## src/rtl/accsh_pkg.sv

```systemverilog
package accsh_pkg;
  typedef enum logic [1:0] {
    M_MAN_SUM   = 2'd0,
    M_AUTO_SUM  = 2'd1,
    M_MAN_SHIFT = 2'd2,
    M_AUTO_SHFT = 2'd3
  } accsh_mode_e;

  localparam int ADDR_W = 3;
  localparam logic [ADDR_W-1:0] A_CTL  = 3'd4;
  localparam logic [ADDR_W-1:0] A_TGT  = 3'd5;
  localparam logic [ADDR_W-1:0] A_STAT = 3'd6;
endpackage

```

## src/rtl/accsh_sext_add.sv

```systemverilog
module accsh_sext_add #(
  parameter int ACC_W = 32,
  parameter int SMP_W = 24
) (
  input  logic [ACC_W-1:0] acc,
  input  logic [SMP_W-1:0] smp,
  output logic [ACC_W-1:0] sum
);
  logic [ACC_W-1:0] smp_ext;
  generate
    if (SMP_W < ACC_W) begin : g_ext
      assign smp_ext = {{(ACC_W-SMP_W){smp[SMP_W-1]}}, smp};
    end else begin : g_pass
      assign smp_ext = smp[ACC_W-1:0];
    end
  endgenerate
  assign sum = acc + smp_ext;
endmodule

```

## src/rtl/accsh_shifter.sv

```systemverilog
module accsh_shifter #(
  parameter int ACC_W = 32,
  parameter int SH_W  = 5
) (
  input  logic [ACC_W-1:0] din,
  input  logic [SH_W-1:0]  amt,
  output logic [ACC_W-1:0] dout
);
  assign dout = $unsigned($signed(din) >>> amt);
endmodule

```

## src/rtl/accsh_seq.sv

```systemverilog
module accsh_seq #(
  parameter int CNT_W = 8
) (
  input  logic             clk,
  input  logic             rst,
  input  logic             ctl_wr,
  input  logic             ctl_auto,
  input  logic             smp_valid,
  input  logic [CNT_W-1:0] target,
  input  logic             clr_done,
  output logic             run_q,
  output logic             take,
  output logic             fin,
  output logic [CNT_W-1:0] cnt_q,
  output logic             done_q
);
  logic [CNT_W-1:0] cnt_nxt;
  assign cnt_nxt = cnt_q + 1'b1;
  assign take    = run_q && smp_valid && !ctl_wr;
  assign fin     = take && ((cnt_nxt == target) || (target == '0));

  always_ff @(posedge clk) begin
    if (rst) begin
      run_q  <= 1'b0;
      cnt_q  <= '0;
      done_q <= 1'b0;
    end else begin
      if (ctl_wr) begin
        run_q <= ctl_auto;
        if (ctl_auto) cnt_q <= '0;
      end else if (take) begin
        cnt_q <= cnt_nxt;
        if (fin) run_q <= 1'b0;
      end
      if (fin) done_q <= 1'b1;
      else if (clr_done) done_q <= 1'b0;
    end
  end
endmodule

```

## src/rtl/sample_accum_shifter.sv

```systemverilog
module sample_accum_shifter #(
  parameter int ACC_W = 32,
  parameter int SMP_W = 24,
  parameter int CNT_W = 8
) (
  input  logic        clk,
  input  logic        rst,
  input  logic        reg_wr,
  input  logic        reg_rd,
  input  logic [2:0]  reg_addr,
  input  logic [7:0]  reg_wdata,
  output logic [7:0]  reg_rdata,
  input  logic        smp_valid,
  input  logic [23:0] smp_data,
  output logic        done_irq
);
  import accsh_pkg::*;

  localparam int NB   = ACC_W / 8;
  localparam int SH_W = $clog2(ACC_W);

  logic [ACC_W-1:0]   acc_q;
  logic [ACC_W-9:0]   hold_q;
  accsh_mode_e        mode_q;
  logic [SH_W-1:0]    sh_q;
  logic [CNT_W-1:0]   tgt_q;
  logic [7:0]         rdata_q;

  logic               ctl_wr, ctl_auto, top_wr;
  accsh_mode_e        new_mode;
  logic [SH_W-1:0]    new_sh;
  logic               run_q, take, fin, done_q;
  logic [CNT_W-1:0]   cnt_q;
  logic [ACC_W-1:0]   sum, sh_in, sh_out, wval;
  logic [SH_W-1:0]    sh_amt;

  assign ctl_wr   = reg_wr && (reg_addr == A_CTL);
  assign new_mode = accsh_mode_e'(reg_wdata[1:0]);
  assign new_sh   = reg_wdata[2 +: SH_W];
  assign ctl_auto = (new_mode == M_AUTO_SUM) || (new_mode == M_AUTO_SHFT);
  assign top_wr   = reg_wr && (reg_addr == 3'(NB-1));
  assign wval     = {reg_wdata, hold_q};
  assign sh_in    = ctl_wr ? acc_q : sum;
  assign sh_amt   = ctl_wr ? new_sh : sh_q;

  accsh_sext_add #(.ACC_W(ACC_W), .SMP_W(SMP_W)) u_add (
    .acc(acc_q), .smp(smp_data[SMP_W-1:0]), .sum(sum)
  );

  accsh_shifter #(.ACC_W(ACC_W), .SH_W(SH_W)) u_shf (
    .din(sh_in), .amt(sh_amt), .dout(sh_out)
  );

  accsh_seq #(.CNT_W(CNT_W)) u_seq (
    .clk(clk), .rst(rst), .ctl_wr(ctl_wr), .ctl_auto(ctl_auto),
    .smp_valid(smp_valid), .target(tgt_q),
    .clr_done(reg_rd && (reg_addr == A_STAT)),
    .run_q(run_q), .take(take), .fin(fin), .cnt_q(cnt_q), .done_q(done_q)
  );

  always_ff @(posedge clk) begin
    if (rst) begin
      acc_q  <= '0;
      hold_q <= '0;
      mode_q <= M_MAN_SUM;
      sh_q   <= '0;
      tgt_q  <= '0;
    end else begin
      if (reg_wr && reg_addr == A_TGT) tgt_q <= reg_wdata[CNT_W-1:0];
      for (int i = 0; i < NB-1; i++)
        if (reg_wr && reg_addr == 3'(i)) hold_q[8*i +: 8] <= reg_wdata;
      if (ctl_wr) begin
        mode_q <= new_mode;
        sh_q   <= new_sh;
        if (ctl_auto) acc_q <= '0;
        else if (new_mode == M_MAN_SHIFT) acc_q <= sh_out;
      end else if (take) begin
        acc_q <= (fin && mode_q == M_AUTO_SHFT) ? sh_out : sum;
      end else if (top_wr) begin
        if (mode_q == M_MAN_SUM) acc_q <= acc_q + wval;
        else if (mode_q == M_MAN_SHIFT) acc_q <= wval;
      end
    end
  end

  always_ff @(posedge clk) begin
    if (rst) rdata_q <= '0;
    else if (reg_rd) begin
      if (reg_addr < 3'(NB)) rdata_q <= acc_q[8*reg_addr +: 8];
      else if (reg_addr == A_CTL) rdata_q <= 8'({sh_q, mode_q});
      else if (reg_addr == A_TGT) rdata_q <= 8'(tgt_q);
      else if (reg_addr == A_STAT) rdata_q <= 8'(cnt_q);
      else rdata_q <= '0;
    end
  end

  assign reg_rdata = rdata_q;
  assign done_irq  = done_q;
endmodule

```

## config.mk

```make
export PLATFORM = sky130hd
export DESIGN_NAME = sample_accum_shifter
export DESIGN_NICKNAME = d
export VERILOG_FILES = /design/src/rtl/accsh_pkg.sv /design/src/rtl/accsh_sext_add.sv /design/src/rtl/accsh_shifter.sv /design/src/rtl/accsh_seq.sv /design/src/rtl/sample_accum_shifter.sv
export SDC_FILE = /design/constraint.sdc
export NUM_CORES = 1
export LEC_CHECK = 0
export BUFFER_PORTS_ARGS = -buffer_cell sky130_fd_sc_hd__buf_2
export CAP_MARGIN = 20
export CORE_UTILIZATION = 50
export CTS_CLUSTER_DIAMETER = 120
export DETAILED_ROUTE_END_ITERATION = 10
export HOLD_SLACK_MARGIN = 0.02
export PLACE_DENSITY = 0.76
export SYNTH_ARGS = -nofsm -noshare
export SYNTH_HDL_FRONTEND = slang
export SYNTH_SLANG_ARGS = --single-unit
```

## constraint.sdc

```tcl
create_clock -name clk -period 4.2 [get_ports clk]
set_input_delay 0.84 -clock clk [delete_from_list [all_inputs] [get_ports clk]]
set_output_delay 0.84 -clock clk [all_outputs]
set_load 0.1 [all_outputs]
```

==> key figures, run 1 <==
CTS
  • Post-CTS Setup Bufs: 0
  • Hold-fix buffers, CTS: 0
  • Clock Path Buffers: 2
  • Clock buffer count from CTS: 9
  • H-tree depth: 3
  • TritonCTS clock tree: done
  • CTS Sinks: 89
  • Worst-path clk slew: 0.07 ns
  • Skew-Pair Late Insertion Delay: 0.37 ns
  • Root Buffer: clkbuf_16

Run
  • Max_cap viols: 0

Worst setup path
  • CP startpoint kind: primary input
  • Worst R2R End: acc_q[2]$_SDFFE_PP0P_
  • Crit Reg-Reg Startpoint: acc_q[1]$_SDFFE_PP0P_
  • CP dominant cell by count: buf_4
  • CP required: between 4 and 5 ns
  • CP endpoint: acc_q[2]$_SDFFE_PP0P_
  • R2R Setup Slk: ~0.21 ns
  • Worst reg-to-reg path cell count: 15
  • Critical path data arrival time: 4.39 ns
  • Crit-path cells: buf_2 -> ha_1 -> fa_1 -> a21o_1 -> a221oi_4 -> buf_4 -> nor3_1 -> o31ai_2 -> buf_4 -> mux2i_1 -> o211ai_1 -> mux2_2 -> a221o_1 -> nor2_1 -> o21ai_0 -> a21oi_1
  • WS Path Type: in2reg
  • Slowest CP cell: fa_1
  • CP Launch Point: smp_data[0]
  • Crit path depth: 16
  • CP delay by family, top: compound AO/OA/AOI/OAI gates
  • CP max FO: 4
  • Worst path max stage delay: 0.39 ns
  • Worst setup EP type: register
  • Number of buffers and inverters on the critical path: 3

STA
  • Worst Clk Skew: 0.0130 ns
  • Final Hold Viols: 0
  • Max-slew violation total from the final report: 0
  • Worst-Margin Slew: 1.09 ns
  • Setup TNS: 0 ns
  • Minimum clock period: 4.13 ns
  • Fin crit share: 0.984
  • Setup Viol. Count Final: 0
  • RSZ-0062 raised after global routing: false
  • Slew margin rel.: 0.267
  • FMAX: roughly 0.24 GHz

Routing
  • Vias per cell: slightly below 7
  • Vias: 13315
  • First drt pass iteration count: 6
  • Drt total wl: approximately 49000 um
  • Detailed Route Iter0 Violations: 1470
  • Post-route DRC: 0
  • DR WL/cell: around 25 um
  • Final ANT Viol Nets: 0

Floorplanning
  • Chip height: 149 um
  • Core area: 21100 um2
  • I/O pin cnt: 49
  • Die ar.: 22200 um2
  • Initial Util: 0.512
  • Die W: 149 um
  • Site row count: 53

Synthesis
  • Synth async-reset ratio: 0
  • Synth warnings: 0
  • Top_reg_cell synth: dfxtp_1
  • Syn_area_per_cell: 7.18 um2
  • Mapped Cells: 1502
  • Yosys reg bits: roughly 90
  • Syn_nets: 1607
  • Largest family of logic cells by synthesized area: compound AO/OA/AOI/OAI gates
  • Post-Syn Area: ~11000 um2
  • Adder-cell share of the synthesized area: 0.0768
  • Post-synthesis mux area share: 0.0749
  • Register area share after synthesis: 0.165
  • Synth Area in Simple Gates: 0.240
  • Post-synth EDFFs: 0
  • Post-synthesis xor/xnor area fraction: 0.0517
  • Compound-Gate Fraction of Synth Area: 0.345
  • Netlist cell types: 93

Outcome
  • Status: finished clean

Finish
  • Share of layout cells above drive strength 1: 0.214
  • Final Util: 0.621
  • Nets@finish: 1785
  • Synth-to-Final Area Change: 21.4%
  • Most common cell after layout, fill and taps aside: buf_4
  • Most frequent cells in the layout: 220 x buf_4, 216 x nand2_1, 141 x a21oi_1
  • Antenna cells: 0

Min path
  • Worst min-delay path class: reg2reg
  • Worst Hold Depth: 2

Placement
  • Routability Congestion: roughly 1.0
  • Dpl hpwl: about 39000 um
  • Buffers added on ports: 48

Power and ir drop
  • Pwr Total: approximately 0.0035 W
  • Power Dens Cells: between 200 and 300 nW/um2
  • Max IR drop VDD: 0.181 mV
  • Leakage: between 5 and 6 nW

Global route
  • Largest net degree at the start of global routing: 51
  • Vias in the first global route: around 12000
  • All-Layer GR Usage: 0.439
  • Grt ovf: 0
  • First-pass GRT wire length: between 70000 and 80000 um
  • Initial antenna violation count: 1
==> registers in the layout, indices dropped and copies added (netlist names) <==
name          cells
mode_q            2
u_seq.cnt_q       8
tgt_q             8
reg_rdata         8
sh_q              5
hold_q           24
u_seq.done_q      1
u_seq.run_q       1
acc_q            32
==> cells in the mapped netlist (all sizes together) (25+ instances only) <==
master / number / share of area
nand2: 216 / 0.075
a21oi: 150 / 0.074
nor2: 131 / 0.046
o21ai: 116 / 0.054
dfxtp: 89 / 0.17
clkbuf: 69 / 0.024
ha: 63 / 0.073
mux2i: 47 / 0.044
a211oi: 41 / 0.030
nor3: 40 / 0.019
buf: 37 / 0.017
xnor2: 37 / 0.031
nand3: 34 / 0.016
a221oi: 26 / 0.022
xor2: 25 / 0.021
==> kinds of logic after synthesis <==
family | Yosys count
AO/OA/AOI/OAI | 542
flip-flops | 89
AND/OR/NAND/NOR | 554
buffers and inverters | 123
XOR/XNOR | 62
multiplexers | 67
adder cells (fa/ha/maj) | 65
==> how the worst min path moves through the flow <==
| stage | slack [ns] | endpoint | from |
|---|---|---|---|
| after CTS | 0.48 | hold_q[6]$_SDFFE_PP0P_ | hold_q[6]$_SDFFE_PP0P_ |
| after global routing | 0.50 | reg_rdata[3]$_SDFFE_PP0P_ | reg_rdata[3]$_SDFFE_PP0P_ |
| after detailed placement | 0.47 | hold_q[6]$_SDFFE_PP0P_ | hold_q[6]$_SDFFE_PP0P_ |
| after floorplan | 0.45 | hold_q[6]$_SDFFE_PP0P_ | hold_q[6]$_SDFFE_PP0P_ |
| final | 0.48 | hold_q[16]$_SDFFE_PP0P_ | hold_q[16]$_SDFFE_PP0P_ |
| after global placement | 0.46 | hold_q[6]$_SDFFE_PP0P_ | hold_q[6]$_SDFFE_PP0P_ |
==> metrics by stage <==
stage          instance area, um2  instances  setup slack (ns)  hold WS (ns)
2_1_floorplan               10800       1502             0.141         0.448
3_3_place_gp                12700       1943            -0.456         0.457
3_5_place_dp                12700       1943            -0.456         0.467
4_1_cts                     13000       1959           0.00442         0.476
5_1_grt                     13100       1960           0.00272         0.505
6_report                    13100       1960            0.0692         0.477
==> routing by layer <==
metal,up-vias,global-route usage,share of wire
met5,-,0,0.00027
met4,2,0.267,0.068
met3,197,0.0878,0.11
met2,844,0.668,0.42
met1,6223,0.571,0.40
li1,6049,-,-
==> what timing repair did <==
action	in CTS	in global routing
endpoints found under the setup margin	1	17
gates resized for setup	1	10
pin swaps	0	1
==> tightest hold or removal path: stages (launching register included) <==
cell	delay (ns)
dfxtp_1	0.32
nand2_1	0.06
a21oi_1	0.05
==> report_power, final <==
part / leakage [nW] / switching [W] / internal, W
Combinational: 4.72 / 0.000966 / 0.000681
Sequential: 0.724 / 0.0000545 / 0.000878
Clock: 0.150 / 0.000401 / 0.000486
Total: 5.59 / 0.00142 / 0.00205
==> layout make-up <==
type                    count  area [um2]
clock inverters             6        72.6
inverters                  17        63.8
flip-flops and latches     89        1780
clock buffers              10         239
well taps                 275         344
repair buffers            273        1990
fillers                  1994        7990
multi-input cells        1290        8600
Note: power is estimated with default switching activity, not from simulation.
==> inputs of run 2 (changes only) <==
--- a/config.mk
+++ b/config.mk
@@ -8,6 +8,7 @@
 export BUFFER_PORTS_ARGS = -buffer_cell sky130_fd_sc_hd__buf_2
 export CAP_MARGIN = 20
 export CORE_UTILIZATION = 50
+export CTS_BUF_LIST = sky130_fd_sc_hd__clkbuf_4 sky130_fd_sc_hd__clkbuf_8
 export CTS_CLUSTER_DIAMETER = 120
 export DETAILED_ROUTE_END_ITERATION = 10
 export HOLD_SLACK_MARGIN = 0.02
==> run 2 against run 1 <==
Effect of this change:
- critical path depth is 2 higher
- via count is 0.64% higher
- sequential power hardly changed
- combinational power hardly changed
- flip-flop and latch count stayed put
- cell area is 0.79% lower
- core utilization is 0.49 points lower
- total power is 6.1% lower
- cell count hardly changed
- largest power group unchanged
==> key figures, run 2 (synthesis gave the netlist of run 1 again) <==
Outcome
  • Status: finished clean

Finish
  • Nets@finish: 1785
  • Largest register FFs: 32
  • Most common cell after layout, fill and taps aside: buf_4
  • Layout fillers: 1990
  • Largest register by flop count: acc_q
  • Post-route cell area: 13000 um2
  • Most frequent cells in the layout: 220 x buf_4, 216 x nand2_1, 142 x a21oi_1
  • Non-filler cells, final: around 2000
  • Share of layout cells above drive strength 1: 0.212
  • Synth-to-Final Area Change: 20.4%
  • Largest regs: acc_q x32, hold_q x24

Routing
  • DR WL/cell: 25.0 um
  • Vias per cell: 6.83
  • Post-route DRC: 0
  • Vias: 13400
  • Drt total wl: 49000 um
  • First drt pass iteration count: 6
  • Detailed Route Iter0 Violations: 1497
  • Final ANT Viol Nets: 0

Global route
  • First-pass GRT wire length: 73300 um
  • All-Layer GR Usage: 0.440
  • Vias in the first global route: 12358
  • Grt ovf: 0
  • Largest net degree at the start of global routing: 51
  • Initial antenna violation count: 0

Worst setup path
  • Critical path data arrival time: 4.31 ns
  • Worst path max stage delay: 0.42 ns
  • Worst setup EP type: register
  • CP required: 4.45 ns
  • Crit-path cells: buf_2 -> ha_1 -> buf_4 -> buf_4 -> a21oi_1 -> buf_4 -> o21ai_0 -> a21oi_1 -> o211ai_1 -> buf_4 -> a21oi_1 -> xnor2_1 -> o211ai_1 -> buf_4 -> nor2_1 -> o311a_1 -> o21ai_0 -> a21oi_1
  • CP startpoint kind: primary input
  • Number of buffers and inverters on the critical path: 6
  • CP dominant cell by count: buf_4
  • CP max FO: 6
  • WS Path Type: in2reg
  • Slowest CP cell: o21ai_0
  • CP delay by family, top: compound AO/OA/AOI/OAI gates

STA
  • Final Hold Viols: 0
  • RSZ-0062 raised after global routing: false
  • Minimum clock period: 4.06 ns
  • Worst-Margin Slew: between 1 and 1.5 ns
  • Worst Clk Skew: 0.0203 ns
  • Slew margin rel.: 0.237
  • FMAX: 0.246 GHz
  • Setup Viol. Count Final: 0
  • Fin crit share: 0.967
  • Max-slew violation total from the final report: 0

Min path
  • Worst min-delay path class: reg2reg

CTS
  • Hold-fix buffers, CTS: 0
  • Post-CTS Setup Bufs: 0
  • H-tree depth: 3
  • Clock Path Buffers: 2
  • Clock buffer count from CTS: 9
  • Root Buffer: clkbuf_8
  • TritonCTS clock tree: done
  • Worst-path clk slew: around 0.11 ns
  • Skew-Pair Late Insertion Delay: 0.40 ns
  • CTS Sinks: 89

Power and ir drop
  • Power Dens Cells: 250 nW/um2
  • Max IR drop VDD: 0.167 mV
  • Pwr Total: 0.00325 W
  • Leakage: between 5 and 6 nW

Floorplanning
  • Core area: 21100 um2
  • Die W: 149 um
  • Chip height: roughly 150 um
  • I/O pin cnt: about 50
  • Initial Util: 0.512
  • Die ar.: 22200 um2
  • Site row count: 53

Placement
  • Dpl cell area: between 10000 and 15000 um2
  • Buffers added on ports: 48
  • Dpl hpwl: 38800 um
  • DP Cell Count: 1943
  • Routability Congestion: around 1.0

Run
  • Max_cap viols: 0
==> run 2: cell types whose count changed in the layout (fill, tap and decap cells not counted), sizes merged <==
cell,delta
diode,+1
==> run 2: through the flow <==
step	setup slack [ns]	util	setup TNS (ns)	hold slack, ns
6_report	0.140	0.616	0	0.480
5_1_grt	0.00908	0.616	0	0.511
4_1_cts	0.0582	0.613	0	0.480
3_5_place_dp	-0.456	0.603	-5.11	0.467
3_3_place_gp	-0.456	0.603	-3.98	0.457
2_1_floorplan	0.141	-	0	0.448
==> run 2: worst min-delay path: stages (launching register included) <==
cell     delay, ns
dfxtp_1       0.33
nand2_1       0.06
a21oi_1       0.05
==> run 2: path summary, 6_finish.rpt <==
path                                start                 endpoint  slack (ns)  cells past startpoint
setup reg to reg    acc_q[0]$_SDFFE_PP0P_    acc_q[2]$_SDFFE_PP0P_        0.23                     14
hold / removal    hold_q[16]$_SDFFE_PP0P_  hold_q[16]$_SDFFE_PP0P_        0.48                      2
setup / recovery             smp_data[16]    acc_q[2]$_SDFFE_PP0P_        0.14                     18
hold reg to reg   hold_q[16]$_SDFFE_PP0P_  hold_q[16]$_SDFFE_PP0P_        0.48                      2
==> run 2: timing repair <==
item	in CTS	in global routing
pin swaps	0	1
gates resized for setup	1	8
endpoints found under the setup margin	1	13
==> run 2: metal layers <==
metal  GRT usage  part of all wire  vias up
met3      0.0859              0.11      207
met4       0.257             0.065        0
met5           0                 0        -
li1            -                 -     6038
met2       0.670              0.43      858
met1       0.574              0.40     6297
==> run 2: area by class of cell <==
cell class / instances / area, um2 / share of cell area
inverters: 17 / 63.8 / 0.00491
clock buffers: 10 / 138 / 0.0106
flip-flops and latches: 89 / 1780 / 0.137
well taps: 275 / 344 / 0.0265
multi-input cells: 1290 / 8600 / 0.662
diodes: 1 / 2.50 / 0.000193
clock inverters: 6 / 72.6 / 0.00559
repair buffers: 273 / 1990 / 0.153
==> run 2: where the power goes <==
part	switching [W]	internal (W)
sequential	0.0000549	0.000878
combinational	0.000967	0.000680
clock	0.000375	0.000299
==> inputs of run 3 (changes only) <==
==> constraint.sdc (replaced) <==
create_clock -name clk -period 4.2 [get_ports clk]
set_input_delay 0.42 -clock clk [delete_from_list [all_inputs] [get_ports clk]]
set_output_delay 0.42 -clock clk [all_outputs]
set_load 0.1 [all_outputs]
==> run 3 against run 2 <==
Effect of this change:
- die area unchanged
- core utilization decreased by 2.0 points
- first-iteration DRC count down 2.6%
- register-to-register slack got worse by 0.14 ns
- sequential power down 1%
- count of clock-buffer cells in the layout is 1 lower
- clock power fell by 7.7%
- global-route usage rose by 0.14 points
- via count decreased by 2.2%
- worst setup slack got worse by 0.048 ns
- highest routed layer unchanged
==> key figures, run 3 (synthesis gave the netlist of run 1 again) <==
CTS
  • Clock Path Buffers: 2
  • TritonCTS clock tree: done
  • Worst-path clk slew: approximately 0.11 ns
  • Skew-Pair Late Insertion Delay: 0.41 ns
  • Clock buffer count from CTS: 9
  • Hold-fix buffers, CTS: 0
  • CTS Sinks: 89
  • Post-CTS Setup Bufs: 0
  • H-tree depth: 3
  • Root Buffer: clkbuf_8

Finish
  • Nets@finish: 1740
  • Most frequent cells in the layout: 216 x nand2_1, 178 x buf_4, 142 x a21oi_1
  • Layout fillers: 2055
  • Share of layout cells above drive strength 1: 0.190
  • Synth-to-Final Area Change: 16.5%
  • Largest register by flop count: acc_q
  • Largest register FFs: 32
  • Non-filler cells, final: 1917
  • Reg area: 1780 um2
  • Footprint of the multi-input gates: 8570 um2
  • Most common cell after layout, fill and taps aside: nand2_1
  • Final Util: 0.596
  • Largest regs: acc_q x32, hold_q x24

Floorplanning
  • Die ar.: 22200 um2
  • Chip height: 149 um
  • I/O pin cnt: 49
  • Initial Util: 0.512
  • Site row count: 53
  • Core area: ~21000 um2
  • Die W: 149 um

Routing
  • Detailed Route Iter0 Violations: between 1000 and 1500
  • Final ANT Viol Nets: 0
  • DR WL/cell: 25.6 um
  • Vias: 13099
  • Wire length on met3: 4400 um
  • Post-route DRC: 0
  • First drt pass iteration count: 6
  • Wire length on met2: 21000 um
  • Vias per cell: around 6.8
  • Drt total wl: around 49000 um
  • Metal-1 WL: approximately 20000 um
  • Top Layer Used: met4

Worst setup path
  • WS Path Type: reg2reg
  • CP required: 4.45 ns
  • Crit Reg-Reg Startpoint: acc_q[14]$_SDFFE_PP0P_
  • Worst setup EP type: register
  • Critical path data arrival time: 4.36 ns
  • Crit-path cells: ha_1 -> buf_4 -> a21oi_1 -> o21ai_1 -> a22o_1 -> nor3_2 -> a21oi_4 -> mux2i_1 -> buf_4 -> xnor2_2 -> buf_4 -> o21ai_0 -> a21oi_1 -> a21oi_1 -> a211oi_1
  • Worst path max stage delay: ~0.52 ns
  • CP startpoint kind: register
  • Slowest CP cell: a21oi_1
  • CP max FO: 6
  • CP Launch Point: acc_q[14]$_SDFFE_PP0P_

Power and ir drop
  • Power Dens Cells: about 250 nW/um2
  • Leakage: between 5 and 6 nW
  • Max IR drop VDD: between 0.2 and 0.25 mV
  • Pwr Total: 0.00311 W

STA
  • Setup Viol. Count Final: 0
  • Slew margin rel.: 0.358
  • Setup WS post-layout: slightly above 0.09 ns
  • Max-slew violation total from the final report: 0
  • Minimum clock period: roughly 4 ns
  • Fin crit share: 0.978
  • Worst-Margin Slew: between 0.9 and 1 ns
  • Worst Clk Skew: 0.0146 ns
  • FMAX: 0.243 GHz
  • RSZ-0062 raised after global routing: false
  • WHS: 0.343 ns
  • Final Hold Viols: 0

Outcome
  • Status: finished clean

Global route
  • Initial antenna violation count: 1
  • Largest net degree at the start of global routing: 53
  • Grt ovf: 0
  • All-Layer GR Usage: 0.441
  • Vias in the first global route: about 12000
  • First-pass GRT wire length: 72700 um

Placement
  • Dpl hpwl: a little under 40000 um
  • Buffers added on ports: 48
  • Routability Congestion: roughly 1.1
  • DP Cell Count: around 1900
  • Pre-CTS setup slack: -0.115 ns

Min path
  • Worst min-delay path class: in2reg
  • Hold path startpoint: reg_wdata[7]

Run
  • Max_cap viols: 0
-- run 3: final timing paths --
path | to | slack (ns) | cells after the start
worst min-delay path | tgt_q[7]$_SDFFE_PP0P_ | 0.34 | 3
worst min register to register | hold_q[13]$_SDFFE_PP0P_ | 0.49 | 2
worst max-delay path | acc_q[20]$_SDFFE_PP0P_ | 0.09 | 15
worst max register to register | acc_q[20]$_SDFFE_PP0P_ | 0.09 | 15
-- run 3: layout make-up --
cell class | count | share of cell area
Antenna cell | 2 | 0.000398
Clock buffer | 9 | 0.00986
Clock inverter | 7 | 0.00508
Inverter | 17 | 0.00508
Multi-Input combinational cell | 1290 | 0.682
Sequential cell | 89 | 0.142
Tap cell | 275 | 0.0274
Timing Repair Buffer | 228 | 0.129
-- run 3: report_power, final --
part | switching [W] | internal, W
registers | 0.0000438 | 0.000878
clock network | 0.000396 | 0.000227
logic | 0.000966 | 0.000599
-- run 3: worst max-delay path: cells and delay by family, from the launching register on --
family	cells	cell delay [ns]
multiplexers	1	0.14
XOR/XNOR	1	0.18
buffers and inverters	3	0.54
AND/OR/NAND/NOR	1	0.35
AO/OA/AOI/OAI	8	1.99
adder cells (fa/ha/maj)	1	0.30
flip-flops	1	0.45
-- run 3: metrics by stage --
stage | setup TNS [ns] | area (um2)
floorplan | 0 | 10800
global placement | -0.0578 | 12300
detailed placement | -0.115 | 12300
CTS | 0 | 12500
global route | 0 | 12600
finish | 0 | 12600
-- run 3: layer usage --
metal | up-vias | global-route usage
met5 | - | 0
met1 | 6201 | 0.593
met4 | 0 | 0.269
met2 | 770 | 0.657
li1 | 5944 | -
met3 | 184 | 0.0722
-- run 3: timing repair --
| item | in CTS | in global routing |
|---|---|---|
| hold endpoints to repair | 0 | 0 |
| endpoints found under the setup margin | 0 | 7 |
| gates resized for setup | 0 | 4 |
